**src/rtl/irqp_pkg.sv**
```systemverilog
package irqp_pkg;
  localparam int PINS     = 8;
  localparam int PIN_W    = $clog2(PINS);
  localparam int VEC_W    = 8;
  localparam int BASE_W   = VEC_W - PIN_W;
  localparam int LINES    = 2 * PINS;
  localparam int CASC_PIN = 2;
  localparam logic [PINS-1:0]  ELC_KEEP_M = 8'hF8;
  localparam logic [PINS-1:0]  ELC_KEEP_S = 8'hDE;
  localparam logic [PIN_W-1:0] IDLE_PIN   = PIN_W'(PINS - 1);

  typedef struct packed {
    logic             hit;
    logic [PIN_W-1:0] pin;
  } pick_t;

  // Walk pins from low_ptr+1 upward; stop at the first in-service pin.
  function automatic pick_t pick_winner(input logic [PINS-1:0] req,
                                        input logic [PINS-1:0] isr,
                                        input logic [PINS-1:0] msk,
                                        input logic [PIN_W-1:0] low_ptr,
                                        input logic nest);
    pick_t            r;
    logic [PINS-1:0]  blk;
    logic             stop;
    logic [PIN_W-1:0] p;
    r    = '0;
    stop = 1'b0;
    blk  = isr;
    if (nest) blk[CASC_PIN] = 1'b0;
    for (int i = 1; i <= PINS; i++) begin
      p = low_ptr + PIN_W'(i);
      if (!stop) begin
        if (blk[p]) begin
          stop = 1'b1;
        end else if (req[p] && !msk[p]) begin
          r.hit = 1'b1;
          r.pin = p;
          stop  = 1'b1;
        end
      end
    end
    return r;
  endfunction

  function automatic logic [VEC_W-1:0] make_vec(input logic [BASE_W-1:0] base,
                                                input logic [PIN_W-1:0] pin);
    return {base, pin};
  endfunction
endpackage

```
**src/rtl/irqp_trig.sv**
```systemverilog
module irqp_trig
  import irqp_pkg::*;
(
  input  logic             clk,
  input  logic             rst_n,
  input  logic [LINES-1:0] lines_i,
  input  logic [LINES-1:0] level_i,
  output logic [LINES-1:0] set_o
);
  logic [LINES-1:0] prev_q;

  always_ff @(posedge clk) begin
    if (!rst_n) prev_q <= '0;
    else        prev_q <= lines_i;
  end

  for (genvar k = 0; k < LINES; k++) begin : g_line
    assign set_o[k] = lines_i[k] & (~prev_q[k] | level_i[k]);
  end
endmodule

```
**src/rtl/irqp_elc.sv**
```systemverilog
module irqp_elc
  import irqp_pkg::*;
(
  input  logic            clk,
  input  logic            rst_n,
  input  logic            wr_i,
  input  logic            sel_i,
  input  logic [PINS-1:0] wdata_i,
  output logic [PINS-1:0] elc_m_o,
  output logic [PINS-1:0] elc_s_o
);
  always_ff @(posedge clk) begin
    if (!rst_n) begin
      elc_m_o <= '0;
      elc_s_o <= '0;
    end else if (wr_i) begin
      if (sel_i) elc_s_o <= wdata_i & ELC_KEEP_S;
      else       elc_m_o <= wdata_i & ELC_KEEP_M;
    end
  end
endmodule

```
**src/rtl/irqp_unit.sv**
```systemverilog
module irqp_unit
  import irqp_pkg::*;
(
  input  logic             clk,
  input  logic             rst_n,
  input  logic [PINS-1:0]  set_i,
  input  logic [PINS-1:0]  line_i,
  input  logic [PINS-1:0]  mask_i,
  input  logic             aeoi_i,
  input  logic             rotate_i,
  input  logic             nest_i,
  input  logic             acc_i,
  input  logic [PIN_W-1:0] acc_pin_i,
  output logic [PINS-1:0]  req_o,
  output logic [PINS-1:0]  isr_o,
  output logic             raised_o,
  output pick_t            win_o,
  output logic             fire_o
);
  logic [PINS-1:0]  req_q, isr_q, acc_bit;
  logic [PIN_W-1:0] ptr_q;
  logic             raised_q;

  assign win_o    = pick_winner(req_q, isr_q, mask_i, ptr_q, nest_i);
  assign fire_o   = win_o.hit && !raised_q && !acc_i;
  assign acc_bit  = acc_i ? (PINS'(1) << acc_pin_i) : '0;
  assign req_o    = req_q;
  assign isr_o    = isr_q;
  assign raised_o = raised_q;

  always_ff @(posedge clk) begin
    if (!rst_n) begin
      req_q    <= '0;
      isr_q    <= '0;
      ptr_q    <= IDLE_PIN;
      raised_q <= 1'b0;
    end else begin
      req_q <= (req_q & ~(acc_bit & ~line_i)) | set_i;
      if (acc_i && !aeoi_i)             isr_q <= isr_q | acc_bit;
      if (acc_i && aeoi_i && rotate_i)  ptr_q <= acc_pin_i;
      if (acc_i)       raised_q <= 1'b0;
      else if (fire_o) raised_q <= 1'b1;
    end
  end
endmodule

```
**src/rtl/irq_pair_ctrl.sv**
```systemverilog
module irq_pair_ctrl
  import irqp_pkg::*;
(
  input  logic              clk,
  input  logic              rst_n,
  input  logic [LINES-1:0]  irq_in,
  input  logic [PINS-1:0]   mask_m,
  input  logic [PINS-1:0]   mask_s,
  input  logic [BASE_W-1:0] base_m,
  input  logic [BASE_W-1:0] base_s,
  input  logic              aeoi_m,
  input  logic              aeoi_s,
  input  logic              rotate_m,
  input  logic              rotate_s,
  input  logic              nest_m,
  input  logic              elc_wr,
  input  logic              elc_sel,
  input  logic [PINS-1:0]   elc_wdata,
  input  logic              ack_valid,
  input  logic [VEC_W-1:0]  ack_vector,
  output logic              cpu_int,
  output logic [VEC_W-1:0]  vector,
  output logic [PINS-1:0]   elc_m,
  output logic [PINS-1:0]   elc_s,
  output logic [PINS-1:0]   req_m,
  output logic [PINS-1:0]   req_s,
  output logic [PINS-1:0]   isr_m,
  output logic [PINS-1:0]   isr_s
);
  logic [LINES-1:0] set_all;
  logic [PINS-1:0]  m_set;
  logic             slave_hit, acc_s;
  logic [PIN_W-1:0] acc_m_pin;
  logic             s_fire, m_fire, s_raised, m_raised, m_hit;
  pick_t            s_win, m_win;

  irqp_elc u_elc (
    .clk(clk), .rst_n(rst_n), .wr_i(elc_wr), .sel_i(elc_sel),
    .wdata_i(elc_wdata), .elc_m_o(elc_m), .elc_s_o(elc_s)
  );

  irqp_trig u_trig (
    .clk(clk), .rst_n(rst_n), .lines_i(irq_in),
    .level_i({elc_s, elc_m}), .set_o(set_all)
  );

  assign slave_hit = (ack_vector[VEC_W-1:PIN_W] == base_s);
  assign acc_s     = ack_valid && slave_hit;
  assign acc_m_pin = slave_hit ? PIN_W'(CASC_PIN) : ack_vector[PIN_W-1:0];
  assign m_set     = set_all[PINS-1:0] | (PINS'(s_fire) << CASC_PIN);

  irqp_unit u_sec (
    .clk(clk), .rst_n(rst_n), .set_i(set_all[LINES-1:PINS]),
    .line_i(irq_in[LINES-1:PINS]), .mask_i(mask_s), .aeoi_i(aeoi_s),
    .rotate_i(rotate_s), .nest_i(1'b0), .acc_i(acc_s),
    .acc_pin_i(ack_vector[PIN_W-1:0]), .req_o(req_s), .isr_o(isr_s),
    .raised_o(s_raised), .win_o(s_win), .fire_o(s_fire)
  );

  irqp_unit u_pri (
    .clk(clk), .rst_n(rst_n), .set_i(m_set),
    .line_i(irq_in[PINS-1:0]), .mask_i(mask_m), .aeoi_i(aeoi_m),
    .rotate_i(rotate_m), .nest_i(nest_m), .acc_i(ack_valid),
    .acc_pin_i(acc_m_pin), .req_o(req_m), .isr_o(isr_m),
    .raised_o(m_raised), .win_o(m_win), .fire_o(m_fire)
  );

  assign m_hit   = m_win.hit;
  assign cpu_int = m_raised;

  always_comb begin
    if (m_win.hit && m_win.pin == PIN_W'(CASC_PIN))
      vector = make_vec(base_s, s_win.hit ? s_win.pin : IDLE_PIN);
    else
      vector = make_vec(base_m, m_win.hit ? m_win.pin : IDLE_PIN);
  end
endmodule

```
**config.mk**
```make
export PLATFORM = sky130hd
export DESIGN_NAME = irq_pair_ctrl
export DESIGN_NICKNAME = d
export VERILOG_FILES = /design/src/rtl/irqp_pkg.sv /design/src/rtl/irqp_trig.sv /design/src/rtl/irqp_elc.sv /design/src/rtl/irqp_unit.sv /design/src/rtl/irq_pair_ctrl.sv
export SDC_FILE = /design/constraint.sdc
export NUM_CORES = 1
export LEC_CHECK = 0
export BUFFER_PORTS_ARGS = -buffer_cell sky130_fd_sc_hd__buf_2
export CAP_MARGIN = 30
export CELL_PAD_IN_SITES_DETAIL_PLACEMENT = 1
export CELL_PAD_IN_SITES_GLOBAL_PLACEMENT = 2
export CORE_MARGIN = 5
export CORE_UTILIZATION = 36
export CTS_BUF_LIST = sky130_fd_sc_hd__clkbuf_8
export CTS_CLUSTER_DIAMETER = 50
export DETAILED_ROUTE_END_ITERATION = 16
export PLACE_DENSITY_LB_ADDON = 0.1
export SLEW_MARGIN = 15
export SYNTH_ARGS = -nofsm -noshare
export SYNTH_HDL_FRONTEND = slang
export SYNTH_HIERARCHICAL = 1
export SYNTH_SLANG_ARGS = --single-unit
```
**constraint.sdc**
```tcl
create_clock -name clk -period 7 [get_ports clk]
set_input_delay 0.7 -clock clk [delete_from_list [all_inputs] [get_ports clk]]
set_output_delay 0.7 -clock clk [all_outputs]
set_load 0.02 [all_outputs]
```
==> out/results.ini, run 1 <==
[finish]
seq_area_sq_um = 1341
multi_input_area_sq_um = 3561
nFillCells = 1757
fin_cells = 878
drive_above_1_share = 0.2882
final_nets = 761
antenna_cells = 0
syn2layout_area_growth_pct = 16.28

[global_route]
grt_use_total = 0.1994
antenna_found_initial = 2
grt_pass1_wl_um = 27070
grt_pass1_vias = 5158
gr-total-overflow = 0
grt_max_degree = 62

[power_and_ir_drop]
clkPwrFrac = 0.309
cellPowerDensity_nw_per_um2 = 169.7
power_frac_comb = 0.284
peakVddDrop_mv = 0.1050
power_switching_uw = 348.8
switching_share = 0.3372
seqPwrFrac = 0.407
leakagePower_nw = 2.588
p_int_uw = 685.7

[sta]
finalSetupViolCount = 0
worst_slew_pin_slew_ns = 0.7232
period_share = 0.8690
relSlewSlack = 0.5134
max_clock_freq_ghz = 0.1644
setup_tns_ns = 0
hold_viol = 0
rsz0062_at_grt = false
min_period_ns = 6.083
skew_ns = 0.008977
maxSlewViolCount = 0

[clock_network]
cts_tree = yes
worstSkewPairLatency_ns = 0.35
cts_buffer_depth = 2
cts_root_buffer = clkbuf_8
ctsResizeCount = 0
cts_made_buffers = 9
clock_sinks = 67
post-cts-setup-buffers = 0
clk_pin_slew_ns = 0.08
h-tree-depth = 3
hold_buffers = 0

[setup_path]
start_kind = flop
worst-endpoint-required_ns = 6.30
crit_fanout = 14
endpoint_kind = primary output
cp.arrival_ns = 5.38
path_class = reg2out

[drt]
detail_route.first_pass.iterations = 6
drt_iter0_drc = 231
wl_per_cell_um = 19.20
viasPerCell = 5.753
drt_wl_total_um = 16860
drc = 0
vias = 5051
ant_nets = 0

[floorplan]
die_x_um = 130.7
ioPinCount = 125
core-area_sq_um = 14420
dieArea_sq_um = 17080
start_util = 0.3635
die_h_um = 130.7
row_count = 44

[place]
place.gp.congestion = 0.8803
dp_hpwl_um = 13340
dp.cells = 860
port_buffers = 118

[hold_path]
hp-class = reg2reg

[synth]
syn_inst = 583
synth_warnings = 6
syn-mean-instance-area_sq_um = 8.992
syn_area_sq_um = 5243

[run]
maxCapViolCount = 0

[run_status]
status = finished clean

[final timing paths]
check                                        end  slack, ns              from  cells after the start
worst min-delay path            u_elc/elc_s_o[1]       0.47  u_elc/elc_s_o[1]                      2
worst min register to register  u_elc/elc_s_o[1]       0.47  u_elc/elc_s_o[1]                      2
worst max register to register    u_pri/req_o[2]       2.72    u_sec/ptr_q[1]                     11
worst max-delay path                   vector[4]       0.92    u_pri/ptr_q[1]                     12
[placed cells by master (no fill, tap or decap), drive strengths merged, types with 21 or more instances in the layout]
cell type    n
buf        123
dfxtp       67
nand2       42
inv         38
nor2        37
mux2i       29
nand2b      27
mux4        25
nor3        23
and2        21
[final cells by class]
class / count / share of cell area
clock buffer: 9 / 0.02032
clock inverter: 7 / 0.01129
inverter: 38 / 0.02422
multi-input combinational: 450 / 0.5842
sequential: 67 / 0.2200
tap: 184 / 0.03777
timing repair buffer: 123 / 0.1022
[layer usage]
layer / GRT usage / wire [um] / part of all wire
met3: 0.03740 / 823 / 0.049
met5: 0 / 21 / 0.0012
met2: 0.3317 / 8079 / 0.48
met1: 0.2606 / 7597 / 0.45
met4: 0.06776 / 336 / 0.020
[flip-flops by register name (all words and copies together), names as in the netlist]
signal / cells
u_pri/req_o: 8
u_pri/raised_o: 1
u_elc/elc_m_o: 5
u_sec/raised_o: 1
u_pri/ptr_q: 3
u_sec/ptr_q: 3
u_elc/elc_s_o: 6
u_sec/isr_o: 8
u_trig/prev_q: 16
u_sec/req_o: 8
u_pri/isr_o: 8
[critical path: stages, from the launching register on]
cell and delay (ns):
dfxtp_1 0.67, clkinv_1 0.45, ha_1 0.61, and4b_1 0.29, nor4_1 0.65, mux2i_1 0.41, a211oi_1 0.28, a211oi_1 0.11
a221oi_1 0.32, o32ai_2 0.18, and4bb_1 0.56, mux2_4 0.33, buf_2 0.16
[per-stage QoR]
stage	hold slack (ns)	power (mW)	util	cell area [sq um]	setup WS (ns)
final	0.4744	1.035	0.4226	6096	0.9171
after global routing	0.5082	1.094	0.4226	6096	0.6207
after CTS	0.4767	1.047	0.4219	6086	0.9106
after detailed placement	0.4656	0.7243	0.4086	5893	1.321
after global placement	0.4557	0.7157	0.4086	5893	1.445
after floorplan	0.4721	0.6304	-	5261	2.660
[power groups by stage]
stage | combinational (mW) | sequential (mW) | clock, mW
final | 0.294 | 0.421 | 0.319
after global routing | 0.321 | 0.424 | 0.349
after CTS | 0.295 | 0.421 | 0.331
after detailed placement | 0.294 | 0.430 | 0
after global placement | 0.287 | 0.429 | 0
after floorplan | 0.194 | 0.436 | 0
Note: power is estimated with default switching activity, not from simulation.
==> run 2, diff against run 1 <==
Settings changed: SYNTH_HIERARCHICAL 1 to not set.
==> run 2 against run 1 <==
Net effect: global-route usage increased by 0.35 points; maximum frequency increased by 8.0%; utilization increased by 1.2 points; highest routed layer unchanged; wire length increased by 7.6%; sequential cell count unchanged; sequential share of layout area decreased by 0.93 points; non-clock buffer count increased by 3; worst hold slack got worse by 0.0096 ns; register-to-register slack improved by 0.06 ns; critical endpoint is now vector[7]; worst setup slack improved by 0.45 ns; synthesized cell count increased by 7.5%; via count increased by 5.8%.
==> out/results.ini, run 2 <==
[power_and_ir_drop]
leakagePower_nw = 2.675
cellPowerDensity_nw_per_um2 = 175.4
power.total_mw = 1.117
peakVddDrop_mv = 0.1169

[run_status]
status = finished clean

[finish]
final_nets = 802
max_flop_register = u_trig.prev_q
largest_register_ffs = 16
fin_cells = 919
drive_above_1_share = 0.2585
syn2layout_area_growth_pct = 17.37
antenna_cells = 0
layout_commonest_cell = buf_2
final_area_sq_um = 6365
final_cell_mix = buf_2, dfxtp_1, nand2_1, nor2_1

[floorplan]
core-area_sq_um = 14640
row_count = 44
die_h_um = 132.7
start_util = 0.3703
ioPinCount = 125
dieArea_sq_um = 17620
die_x_um = 132.7

[drt]
routed-wl-met2_um = 8580
vias = 5345
drt_iter0_drc = 282
ant_nets = 0
detail_route.first_pass.iterations = 4
drc = 0
routed-wl-met3_um = 1015
top_layer_used = met5
wl_per_cell_um = 19.74
met1_length_um = 8370
viasPerCell = 5.816
drt_wl_total_um = 18150

[sta]
relSlewSlack = 0.4730
hold_viol = 0
finalSetupViolCount = 0
hold_slack_ns = 0.4648
skew_ns = 0.008350
setup_tns_ns = 0
max_clock_freq_ghz = 0.1776
maxSlewViolCount = 0
period_share = 0.8046
rsz0062_at_grt = false
worst_slew_pin_slew_ns = 0.7895
min_period_ns = 5.632

[setup_path]
cp_slowest_stage_delay_ns = 0.71
start_kind = flop
crit_fanout = 23
worst-endpoint-required_ns = 6.30
cp.arrival_ns = 4.93
r2r-end = u_pri.req_o[2]
slowest_stage = ha_1
reg2reg_from = u_sec.ptr_q[1]
endpoint_kind = primary output
path_class = reg2out
path_buf_inv = 4
worstRegToRegCells = 13
worstPathCellList = buf_4, inv_1, buf_4, ha_1, mux4_2, mux2_2, nand2b_1, or4b_1, o211a_1, mux2_4, nor3_4, mux2_4, buf_2
path_delay_family = multiplexers
r2r_slack_ns = 2.78

[global_route]
grt_pass1_wl_um = 29430
grt_pass1_vias = 5502
gr-total-overflow = 0
antenna_found_initial = 1
grt_use_total = 0.2029
grt_max_degree = 68

[synth]
synth_top_cells_by_count = dfxtp_1, nand2_1, nor2_1
synthTopCellsByArea = dfxtp_1, mux4_2, mux2i_1
syn_inst = 627
synth_top_area_cell = dfxtp_1
syn-mean-instance-area_sq_um = 8.649
syn_area_sq_um = 5423
async_reset_ff_frac = 0
synth_warnings = 0
synth_ff_type = dfxtp_1
synth_edf_count = 0
ys_seq_area_frac = 0.2473
ys_types = 76
ys_ff_latch = 67
yosys.area.top_type_share = 0.2473
synth_most_common_cell = dfxtp_1

[hold_path]
hold_start = u_sec.raised_o
hold_path_end = u_sec.raised_o
hp-class = reg2reg
hold_path_depth = 2

[place]
port_buffers = 118
dpl_cell_area_sq_um = 6112
place.gp.congestion = 0.8782
dp.cells = 902
dp_hpwl_um = 14380

[clock_network]
post-cts-setup-buffers = 0
clock_sinks = 67
cts_root_buffer = clkbuf_8
cts_made_buffers = 9
cts_buffer_depth = 2
cts_tree = yes
hold_buffers = 0
worstSkewPairLatency_ns = 0.35
clk_pin_slew_ns = 0.08
h-tree-depth = 3
ctsResizeCount = 0

[run]
maxCapViolCount = 0

-- run 2: through the flow --
step,worst slack [ns],utilization
after CTS,1.341,0.4328
final,1.368,0.4346
after global placement,1.820,0.4174
after detailed placement,1.724,0.4174
after floorplan,2.538,-
after global routing,1.074,0.4346
-- run 2: worst max-delay path by stage --
stage               depth (start not counted)   endpoint      startpoint
finish                                     13  vector[7]  u_pri.ptr_q[1]
global route                               14  vector[5]  u_pri.ptr_q[1]
CTS                                        13  vector[7]  u_pri.ptr_q[1]
detailed placement                         13  vector[7]  u_pri.ptr_q[1]
global placement                           13  vector[4]  u_pri.ptr_q[1]
floorplan                                  12  vector[3]  u_pri.ptr_q[1]
-- run 2: cell families after synthesis --
kind of cell             count (synthesis)  share of synthesized area
AO/OA/AOI/OAI                          159                     0.2081
XOR/XNOR                                13                    0.02100
adder cells (fa/ha/maj)                  4                   0.009230
buffers and inverters                   62                    0.05330
flip-flops                              67                     0.2473
multiplexers                            69                     0.2024
other                                    1                  0.0006915
AND/OR/NAND/NOR                        252                     0.2580
-- run 2: worst reg2reg max path: cells and delay by family, from the launching register on --
| family | cells | cell delay [ns] |
|---|---|---|
| buffers and inverters | 3 | 0.55 |
| adders and majority gates | 1 | 0.73 |
| AOI/OAI and AO/OA | 3 | 0.71 |
| DFF | 1 | 0.31 |
| muxes | 2 | 0.90 |
| and+or+nand+nor | 4 | 0.98 |
-- run 2: layer usage --
metal / track usage / up-vias
met5: 0 / -
met4: 0.04042 / 2
met3: 0.03417 / 15
met2: 0.3392 / 136
met1: 0.2777 / 2636
li1: - / 2556
-- run 2: cell type report --
class	instances	area, sq um
fillers	1785	8279
multi-input cells	502	3807
flip-flops and latches	67	1341
repair buffers	126	670.6
well taps	184	230.2
clock buffers	9	123.9
clock inverters	7	101.3
inverters	24	90.09
-- run 2: report_power, final --
part           internal, mW  switching (mW)
clock                 0.203           0.164
sequential            0.400          0.0190
combinational         0.134           0.197
